## config.mk

```make
export PLATFORM = sky130hd
export DESIGN_NAME = strap_reg_decoder
export DESIGN_NICKNAME = d
export VERILOG_FILES = /design/src/rtl/strap_reg_pkg.sv /design/src/rtl/strap_reg_ctrl.sv /design/src/rtl/strap_reg_datapath.sv /design/src/rtl/strap_reg_decoder.sv
export SDC_FILE = /design/constraint.sdc
export NUM_CORES = 1
export LEC_CHECK = 0
export ABC_AREA = 1
export BUFFER_PORTS_ARGS = -buffer_cell sky130_fd_sc_hd__buf_2
export CAP_MARGIN = 20
export CORE_ASPECT_RATIO = 1.1
export CORE_MARGIN = 4
export CORE_UTILIZATION = 32
export DETAILED_ROUTE_END_ITERATION = 12
export GPL_ROUTABILITY_DRIVEN = 0
export GPL_TIMING_DRIVEN = 1
export PLACE_DENSITY_LB_ADDON = 0.1
export RECOVER_POWER = 100
export SYNTH_ARGS = -nofsm -noshare
export SYNTH_HDL_FRONTEND = slang
export SYNTH_HIERARCHICAL = 1
export SYNTH_SLANG_ARGS = --single-unit
export TNS_END_PERCENT = 5
```

## constraint.sdc

```tcl
create_clock -name clk -period 0.8 [get_ports clk]
set_clock_uncertainty 0.05 [all_clocks]
set_input_delay 0.04 -clock clk [delete_from_list [all_inputs] [get_ports clk]]
set_output_delay 0.04 -clock clk [all_outputs]
set_load 0.01 [all_outputs]
```

## src/rtl/strap_reg_pkg.sv

```systemverilog
package strap_reg_pkg;
  // strobes handed from control to datapath for one decoded cycle
  typedef struct packed {
    logic respond;     // emit a response pulse next clock
    logic gpiRead;     // response carries the pin pass-through
    logic setStandby;  // ID mismatch: deselect
    logic clrStandby;  // ID match: reselect
  } ctrlStrobes_t;
endpackage

```

## src/rtl/strap_reg_ctrl.sv

```systemverilog
module strap_reg_ctrl
  import strap_reg_pkg::*;
#(
  parameter int ID_W      = 4,
  parameter int ADDR_W    = 32,
  parameter int PAGE_LSB  = 22,
  parameter int SUB_LSB   = 16,
  parameter logic [ADDR_W-PAGE_LSB-1:0] WIN_PAGE = 10'h3FE,
  parameter logic [PAGE_LSB-SUB_LSB-1:0] WIN_SUB = 6'h3C,
  parameter logic [SUB_LSB-1:0] GPI_OFS = 16'h0100
) (
  input  logic              cycStart,
  input  logic [ID_W-1:0]   cycId,
  input  logic [ADDR_W-1:0] cycAddr,
  input  logic              cycWrite,
  input  logic [ID_W-1:0]   strapId,
  input  logic              wrBusy,
  output ctrlStrobes_t      strobes
);
  localparam int PAGE_W = ADDR_W - PAGE_LSB;
  localparam int SUB_W  = PAGE_LSB - SUB_LSB;

  logic              idMatch;
  logic [PAGE_W-1:0] ownPage;
  logic              pageHit;
  logic              subHit;
  logic              inWindow;
  logic              atGpi;
  logic              regAccess;

  // each strap step moves the window down one page (4 MB by default)
  assign ownPage  = WIN_PAGE - PAGE_W'(strapId);
  assign idMatch  = (cycId == strapId);
  assign pageHit  = (cycAddr[ADDR_W-1:PAGE_LSB] == ownPage);
  assign subHit   = (cycAddr[PAGE_LSB-1:SUB_LSB] == SUB_W'(WIN_SUB));
  assign inWindow = pageHit && subHit;
  assign atGpi    = (cycAddr[SUB_LSB-1:0] == GPI_OFS);
  assign regAccess = cycStart && idMatch && inWindow && !wrBusy;

  always_comb begin
    strobes            = '0;
    strobes.setStandby = cycStart && !idMatch;
    strobes.clrStandby = cycStart && idMatch;
    strobes.respond    = regAccess;
    strobes.gpiRead    = regAccess && atGpi && !cycWrite;
  end
endmodule

```

## src/rtl/strap_reg_datapath.sv

```systemverilog
module strap_reg_datapath
  import strap_reg_pkg::*;
#(
  parameter int DATA_W = 8,
  parameter int GPI_W  = 5
) (
  input  logic              clk,
  input  logic              rstN,
  input  ctrlStrobes_t      strobes,
  input  logic [GPI_W-1:0]  gpiPins,
  output logic [DATA_W-1:0] rdData,
  output logic              rspValid,
  output logic              standby
);
  localparam int PAD_W = DATA_W - GPI_W;

  logic [DATA_W-1:0] gpiWord;
  logic [DATA_W-1:0] dataNext;

  // live pins in the low bits, reserved upper bits forced low
  generate
    if (PAD_W > 0) begin : g_pad
      assign gpiWord = {{PAD_W{1'b0}}, gpiPins};
    end else begin : g_nopad
      assign gpiWord = gpiPins[DATA_W-1:0];
    end
  endgenerate

  assign dataNext = strobes.gpiRead ? gpiWord : '0;

  always_ff @(posedge clk or negedge rstN) begin
    if (!rstN) begin
      rdData   <= '0;
      rspValid <= 1'b0;
      standby  <= 1'b0;
    end else begin
      rspValid <= strobes.respond;
      rdData   <= dataNext;
      if (strobes.setStandby)      standby <= 1'b1;
      else if (strobes.clrStandby) standby <= 1'b0;
    end
  end
endmodule

```

## src/rtl/strap_reg_decoder.sv

```systemverilog
module strap_reg_decoder
  import strap_reg_pkg::*;
#(
  parameter int ID_W   = 4,
  parameter int ADDR_W = 32,
  parameter int DATA_W = 8,
  parameter int GPI_W  = 5
) (
  input  logic              clk,
  input  logic              rstN,
  input  logic              cycStart,
  input  logic [ID_W-1:0]   cycId,
  input  logic [ADDR_W-1:0] cycAddr,
  input  logic              cycWrite,
  input  logic [DATA_W-1:0] cycWdata,
  input  logic [ID_W-1:0]   strapId,
  input  logic [GPI_W-1:0]  gpiPins,
  input  logic              wrBusy,
  output logic [DATA_W-1:0] rdData,
  output logic              rspValid,
  output logic              standby
);
  ctrlStrobes_t strobes;
  logic unusedWdata;

  // the only writable location ignores data, so the payload is dropped
  assign unusedWdata = ^cycWdata;

  strap_reg_ctrl #(
    .ID_W(ID_W), .ADDR_W(ADDR_W)
  ) u_ctrl (
    .cycStart(cycStart), .cycId(cycId), .cycAddr(cycAddr),
    .cycWrite(cycWrite), .strapId(strapId), .wrBusy(wrBusy),
    .strobes(strobes)
  );

  strap_reg_datapath #(
    .DATA_W(DATA_W), .GPI_W(GPI_W)
  ) u_dp (
    .clk(clk), .rstN(rstN), .strobes(strobes), .gpiPins(gpiPins),
    .rdData(rdData), .rspValid(rspValid), .standby(standby)
  );
endmodule

```

# Word level (Yosys, flattened, before mapping)
# Index checks and enable logic that the tools add are counted.
word_totals:
  wordCells: 22
  in_bits: 58
  out_inout_bits: 10
  register_bits: 10
classes:
  eq_ne: 4
  reduce_logical: 11
  mux: 3
  n_addsub: 1
op_table:
  columns: ["operator", "n"]
  rows:
  - ["equality test 16 x 9 -> 1 bit, second input constant", 1]
  - ["equality test 10 bit", 1]
  - ["logical AND 1 bit", 7]
  - ["equality test 6 bit, second input constant", 1]
  - ["subtractor 2 x 5 -> 6 bit, first input constant", 1]
  - ["2-to-1 mux 5 bit", 1]
  - ["equality test 4 bit", 1]
  - ["logical NOT 1 bit", 3]
  - ["2-to-1 mux 1 bit", 2]
  - ["nonzero test 2 bit", 1]

# Logic depth before layout (Yosys ltp)
# Gate-level depths: netlist (run 1).
depth:
  word_depth: 8
  mapped_depth: 12
  ltp_nobuf: 12

# Modules after synthesis
# The synthesis (run 1) kept the hierarchy.
by_module_without_submodules:
  columns: ["module", "n_inst", "area_each_um2", "seq_area_each_um2", "cells_each"]
  rows:
  - ["strap_reg_ctrl", 1, 332.8, 0.0, 72]
  - ["strap_reg_datapath", 1, 254.0, 175.2, 25]

# Worst setup path before layout (run 1)
# OpenSTA, ideal clock, no wires.
synth_path:
  kind: "input port to flip-flop"
  start: "in strapId[0]"
  end: "reg u_dp.rdData[1]"
  path_buffers: 0
  setup_ns: 0.063
  path_slack_ns: -0.364
  t_required_ns: 0.687
  path_stages: 12
  t_arrival_ns: 1.051
  cell_sequence: "ha_1 nand2_1 inv_1 nor2_1 nand2_1 nor2_1 nand2_1 nor2_1 nand2_1 nor2_2 nand2_1 inv_1"
synth_rtl:
  columns: ["item", "line_no", "text"]
  rows:
  - ["start, declared", "strap_reg_decoder.sv:16", "input logic [ID_W-1:0] strapId,"]
  - ["end signal, assigned", "strap_reg_datapath.sv:38", "rdData <= dataNext;"]
  - ["end, declared", "strap_reg_datapath.sv:11", "output logic [DATA_W-1:0] rdData,"]

==> flow_metrics.env, run 1 <==
export IMPL_synth_most_common_cell="nand2_1"
export IMPL_hp_class="in2reg"
export IMPL_powerDensity_nw_per_um2=959
export IMPL_rsz0062_at_grt="yes"
export IMPL_post_cts_buffers=0
export IMPL_ys_warn_count=6
export IMPL_synth_seq_area_share_pct=29.9
export IMPL_wirelength_um=1520
export IMPL_total_power_uw=996
export IMPL_violations="negative setup slack"
export IMPL_worstSetupEndpointType="register"
export IMPL_drc=0
export IMPL_ys_async_sr_fraction_pct=100
export IMPL_worst_slack_ps=-224
export IMPL_status="finished, violations left"
export IMPL_grt_ovfl_total=0
export IMPL_fmaxAchievable_ghz=0.977
export IMPL_cts_sinks=7
export IMPL_portBuffers=56
export IMPL_fin_crit_ps=1020
export IMPL_synth_top_cells_by_count="nand2_1 (30), inv_1 (22), nor2_1 (13)"
export IMPL_rows=15
export IMPL_grt_pass1_wl_um=2350
export IMPL_core_um2=1650
export IMPL_drtIter0Drc=1
export IMPL_wire_per_inst_um=8.33
export IMPL_num_antenna_cells=0
export IMPL_vias_per_cell=4.16
export IMPL_drv_slew=0
export IMPL_holdWs_ps=46.6
export IMPL_fin_crit_sh_pct=128
export IMPL_fp_dieArea_um2=2580
export IMPL_crit_required_ps=940
export IMPL_worst_setup_path_type="in2reg"
export IMPL_synthesis_area_um2=587
export IMPL_antenna_found_initial=0
export IMPL_yosysUniqueCellTypes=16
export IMPL_peakVddDrop_v=0.000400
export IMPL_clock_latency_ps=250
export IMPL_start_util_pct=35.5
export IMPL_max_cap_viol_count=0
export IMPL_yosysTopAreaCellShare_pct=29.9
export IMPL_leakage_uw=0.000676
export IMPL_holdPathStages=5
export IMPL_ant_nets=0
export IMPL_synthToLayoutAreaGrowth_pct=77.0
export IMPL_grt_total_usage_pct=11.6
export IMPL_layout_nets=226
export IMPL_finalHoldViolations=0
export IMPL_setup_violations_final=13
export IMPL_post_route_cells_drive_above_1_share_pct=41.6
export IMPL_synth_edf_count=0
export IMPL_ys_seq_elements=7
export IMPL_grt_pass1_vias=658
export IMPL_die_h_um=52.9
export IMPL_yosys_most_used_dff="dfrtp_1"
export IMPL_synth_cells=97
export IMPL_synthTopCellsByArea="dfrtp_1 (30%), nand2_1 (19%), inv_1 (14%)"
export IMPL_yosys_area_top_type="dfrtp_1"
export IMPL_cts_tree="built"
export IMPL_grt_max_degree=8
export IMPL_fp_dieW_um=48.8
export IMPL_firstDrtPassIters=3
export IMPL_num_vias=762
export IMPL_clockBufferDepth=2
export IMPL_start_kind="input pin"
export IMPL_io_pins=68
export IMPL_ctsHtreeMaxLevel=1
export IMPL_syn_mean_instance_area_um2=6.05
export IMPL_clkTransAtPathRegs_ps=50
export IMPL_worst_path_max_fanout=5
export IMPL_root_buffer="clkbuf_4"
export IMPL_cts_inserted_buffers=3
export IMPL_place_hpwl_um=1410
export IMPL_ff2ff_path_depth=2
export IMPL_arrival_ps=1160
[path summary, 6_finish.rpt]
check,start,end,slack (ps)
worst max-delay path,strapId[0],u_dp/rdData[2],-220
worst max register to register,u_dp/standby,u_dp/standby,170
max in group asynchronous,rstN,u_dp/rdData[2],300
worst min-delay path,cycStart,u_dp/standby,50
min in group asynchronous,rstN,u_dp/rdData[4],150
worst min register to register,u_dp/standby,u_dp/standby,420
[cell families (layout without fill, tap and decap cells)]
group           Yosys count  after routing  share of synthesized area [%]
compound gates            1              1                          0.852
xor+xnor                  6              6                           8.96
fa+ha+maj                 1              1                           2.13
buf+inv                  27             94                           19.8
flops                     7              7                           29.9
other cells               1              3                          0.639
simple gates             54             54                           37.7
[metal layers]
metal / part of all wire (%) / vias up / GRT usage [%]
met5: 0 / - / 0
met3: 10 / 5 / 2.82
met4: 2.5 / 0 / 8.07
met2: 56 / 32 / 23.0
li1: - / 413 / -
met1: 32 / 312 / 10.1
[through the flow]
| step | area, µm² | setup WS (ps) | TNS (ps) | util, % | instances |
|---|---|---|---|---|---|
| finish | 1040 | -224 | -1340 | 62.9 | 183 |
| global route | 1040 | -350 | -2450 | 62.9 | 183 |
| CTS | 1030 | -244 | -1540 | 62.3 | 183 |
| detailed placement | 916 | -608 | -3770 | 55.5 | 173 |
| global placement | 916 | -551 | -3500 | 55.5 | 173 |
| floorplan | 607 | -318 | -1760 | - | 99 |
[state kept, by name, indices dropped and copies added, names as in the netlist]
register	count
u_dp/rdData	5
u_dp/rspValid	1
u_dp/standby	1
[layout by cell type (no fill, tap or decap), types with 5 or more instances in the layout]
cell and instances:
buf_2 53, nand2_1 30, inv_1 21, nor2_1 12, dfrtp_1 7, dlygate4sd3_1 6
buf_4 5
[area by class of cell]
type	count	area, µm²
clock buffers	4	26.3
fillers	165	613
inverters	23	86.3
well taps	17	21.3
flip-flops and latches	7	175
repair buffers	67	397
multi-input cells	65	333
[report_power, final]
group	switching (µW)	internal, µW	leakage [µW]
Combinational	135	189	0.000568
Sequential	1.10	357	0.0000929
Clock	124	190	0.0000150
Total	260	737	0.000676
[critical path: stages]
cell     delay, ps
buf_8          100
ha_4           230
nand2_1         50
inv_1           30
nor2_1          70
nand2_1         50
nor2_1          90
nand2_1         60
nor2_1          80
nand2_1        100
nor2_4         130
nand2_1         70
inv_1           60
[repair_timing]
item	4_1_cts	5_1_grt
pin swaps	3	3
endpoints found under the hold margin	12	0
setup endpoints to repair	14	14
resized for setup	9	2
hold buffers	6	0
(Power assumes the default switching activity.)
==> run 2, diff against run 1 <==
--- a/config.mk
+++ b/config.mk
@@ -5,12 +5,12 @@
 export SDC_FILE = /design/constraint.sdc
 export NUM_CORES = 1
 export LEC_CHECK = 0
-export ABC_AREA = 1
+export ABC_CLOCK_PERIOD_IN_PS = 800
 export BUFFER_PORTS_ARGS = -buffer_cell sky130_fd_sc_hd__buf_2
 export CAP_MARGIN = 20
 export CORE_ASPECT_RATIO = 1.1
 export CORE_MARGIN = 4
-export CORE_UTILIZATION = 32
+export CORE_UTILIZATION = 30
 export DETAILED_ROUTE_END_ITERATION = 12
 export GPL_ROUTABILITY_DRIVEN = 0
 export GPL_TIMING_DRIVEN = 1
==> run 2 against run 1 <==
  * The run still ends with negative setup slack left
  * First-iteration DRC count rose to 4.0 times the previous value
  * Count of clock-buffer cells in the layout unchanged
  * Critical path depth down 6
  * Via count down 18%
  * Non-clock buffer count down 1
  * Hold slack better by 35 ps
  * Die area down 4.7%
  * Setup slack worse by 210 ps
  * Core utilization down 1.5 points
  * Final cell count down 25%
  * Synthesized cell count down 46%
  * Largest cell class unchanged
  * Largest power group unchanged
==> flow_metrics.env, run 2 <==
export IMPL_synth_top_cells_by_count="dfrtp_1 (7), xor2_1 (6), and2_1 (5)"
export IMPL_fin_crit_ps=1240
export IMPL_yosys_area_top_type="dfrtp_1"
export IMPL_drc=0
export IMPL_clock_latency_ps=250
export IMPL_syn_mean_instance_area_um2=9.99
export IMPL_holdPathStages=3
export IMPL_path_delay_family="simple AND/OR/NAND/NOR gates"
export IMPL_yosysUniqueCellTypes=25
export IMPL_start_util_pct=32.5
export IMPL_ff2ff_path_depth=1
export IMPL_crit_required_ps=940
export IMPL_fmaxAchievable_ghz=0.808
export IMPL_clkTransAtPathRegs_ps=50
export IMPL_worst_setup_path_type="in2reg"
export IMPL_reg_top3="u_dp/rdData x5, u_dp/rspValid x1, u_dp/standby x1"
export IMPL_arrival_ps=1370
export IMPL_ys_warn_count=6
export IMPL_fill_cells=147
export IMPL_die_h_um=51.6
export IMPL_fin_tns_setup_ps=-2770
export IMPL_portBuffers=56
export IMPL_synthesis_area_um2=519
export IMPL_synthToLayoutAreaGrowth_pct=88.4
export IMPL_fin_crit_sh_pct=155
export IMPL_ys_async_sr_fraction_pct=100
export IMPL_firstDrtPassIters=4
export IMPL_final_cells=137
export IMPL_powerDensity_nw_per_um2=1020
export IMPL_grt_ovfl_total=0
export IMPL_grt_total_usage_pct=13.4
export IMPL_largest_reg_flops=5
export IMPL_start_kind="input pin"
export IMPL_core_um2=1600
export IMPL_antenna_found_initial=0
export IMPL_yosys_most_used_dff="dfrtp_1"
export IMPL_io_pins=68
export IMPL_synthTopCellsByArea="dfrtp_1 (34%), xor2_1 (10%), and2_1 (6.0%)"
export IMPL_path_depth=7
export IMPL_leakage_uw=0.000503
export IMPL_path_buf_inv=1
export IMPL_post_route_cells_drive_above_1_share_pct=59.2
export IMPL_cts_tree="built"
export IMPL_worstSetupEndpointType="register"
export IMPL_grt_pass1_wl_um=2330
export IMPL_place_hpwl_um=1330
export IMPL_vias_per_cell=4.58
export IMPL_max_cap_viol_count=0
export IMPL_seqCellArea_um2=175
export IMPL_synth_edf_count=0
export IMPL_grt_pass1_vias=620
export IMPL_drtIter0Drc=4
export IMPL_final_cell_mix="buf_2 (52), dfrtp_1 (7), dlygate4sd3_1 (6), xor2_1 (6), and2_1 (5)"
export IMPL_slowest_stage="nor4_4"
export IMPL_layout_nets=180
export IMPL_clockBufferDepth=2
export IMPL_final_common_cell="buf_2"
export IMPL_cts_sinks=7
export IMPL_violations="negative setup slack"
export IMPL_wirelength_um=1600
export IMPL_ant_nets=0
export IMPL_largest_register="u_dp/rdData"
export IMPL_crit_path_cell_trace="buf_8 -> ha_4 -> xnor2_2 -> nor3_2 -> nand4_1 -> nor4_4 -> and2_1"
export IMPL_peakVddDrop_v=0.000411
export IMPL_dp_cells=127
export IMPL_fp_dieW_um=47.7
export IMPL_yosysTopAreaCellShare_pct=33.7
export IMPL_ys_seq_elements=7
export IMPL_synth_cells=52
export IMPL_cts_inserted_buffers=3
export IMPL_fp_dieArea_um2=2460
export IMPL_wire_per_inst_um=11.7
export IMPL_rsz0062_at_grt="yes"
export IMPL_synth_most_common_cell="dfrtp_1"
export IMPL_holdWs_ps=81.2
export IMPL_hp_class="in2reg"
export IMPL_worst_slack_ps=-437
export IMPL_setup_violations_final=14
export IMPL_dp_worst_setup_slack_ps=-821
export IMPL_grt_max_degree=8
export IMPL_ctsHtreeMaxLevel=1
export IMPL_num_antenna_cells=0
export IMPL_multi_input_area_um2=360
export IMPL_rows=15
export IMPL_drv_slew=0
export IMPL_worst_path_max_fanout=5
export IMPL_finalHoldViolations=0
export IMPL_num_vias=628
export IMPL_slowest_delay_ps=350
export IMPL_status="finished, violations left"
export IMPL_root_buffer="clkbuf_4"
export IMPL_synth_seq_area_share_pct=33.7
-- run 2: cell types whose count changed after synthesis, sizes merged, moves of 2 or more --
cell,before,now
and2,0,6
inv,23,1
nand2,30,0
nand3,4,1
nand4b,0,3
nor2,14,1
nor4,1,3
xor2,3,6
-- run 2: repair_timing --
action | in CTS | in global routing
resized for setup | 4 | 9
endpoints found under the setup margin | 14 | 14
pin swaps | 4 | 10
endpoints found under the hold margin | 12 | 0
hold buffers | 6 | 0
buffers inserted | 0 | 0
-- run 2: worst paths after layout --
kind / startpoint / to / slack, ps
setup / recovery: strapId[1] / u_dp/rdData[1] / -440
hold / removal: cycStart / u_dp/standby / 80
setup reg to reg: u_dp/standby / u_dp/standby / 90
hold reg to reg: u_dp/standby / u_dp/standby / 440
max in group asynchronous: rstN / u_dp/standby / 270
min in group asynchronous: rstN / u_dp/rdData[4] / 170
-- run 2: cell families (layout without fill, tap and decap cells) --
family	Yosys count	count (layout)	share of synthesized area (%)
AO/OA/AOI/OAI	4	4	5.54
XOR/XNOR	9	9	15.2
adder cells (fa/ha/maj)	1	1	2.41
buffers and inverters	5	71	6.51
flip-flops	7	7	33.7
other	1	3	0.722
AND/OR/NAND/NOR	25	25	35.9
-- run 2: metrics by stage --
step	utilization, %	cell area, µm²	power (µW)
floorplan	-	527	474
CTS	58.8	938	988
detailed placement	51.9	828	628
finish	61.3	978	997
global route	61.3	978	1060
global placement	51.9	828	621
-- run 2: power by group --
group,switching [µW],internal [µW],total (µW)
clock network,124,190,314
logic,132,193,325
registers,1.01,357,358
total,257,740,997
-- run 2: cell type report --
class / count / area share (%)
Timing Repair Buffer: 66 / 40.0
Multi-Input combinational cell: 42 / 36.8
Sequential cell: 7 / 17.9
Clock buffer: 4 / 2.69
Tap cell: 17 / 2.17
Inverter: 1 / 0.384
-- run 2: per-layer routing --
layer	share of wire (%)	vias up	track usage, %
met4	0	0	8.07
met5	0	-	0
met3	7.6	0	2.42
met1	34	279	12.6
met2	59	30	25.0
li1	-	319	-
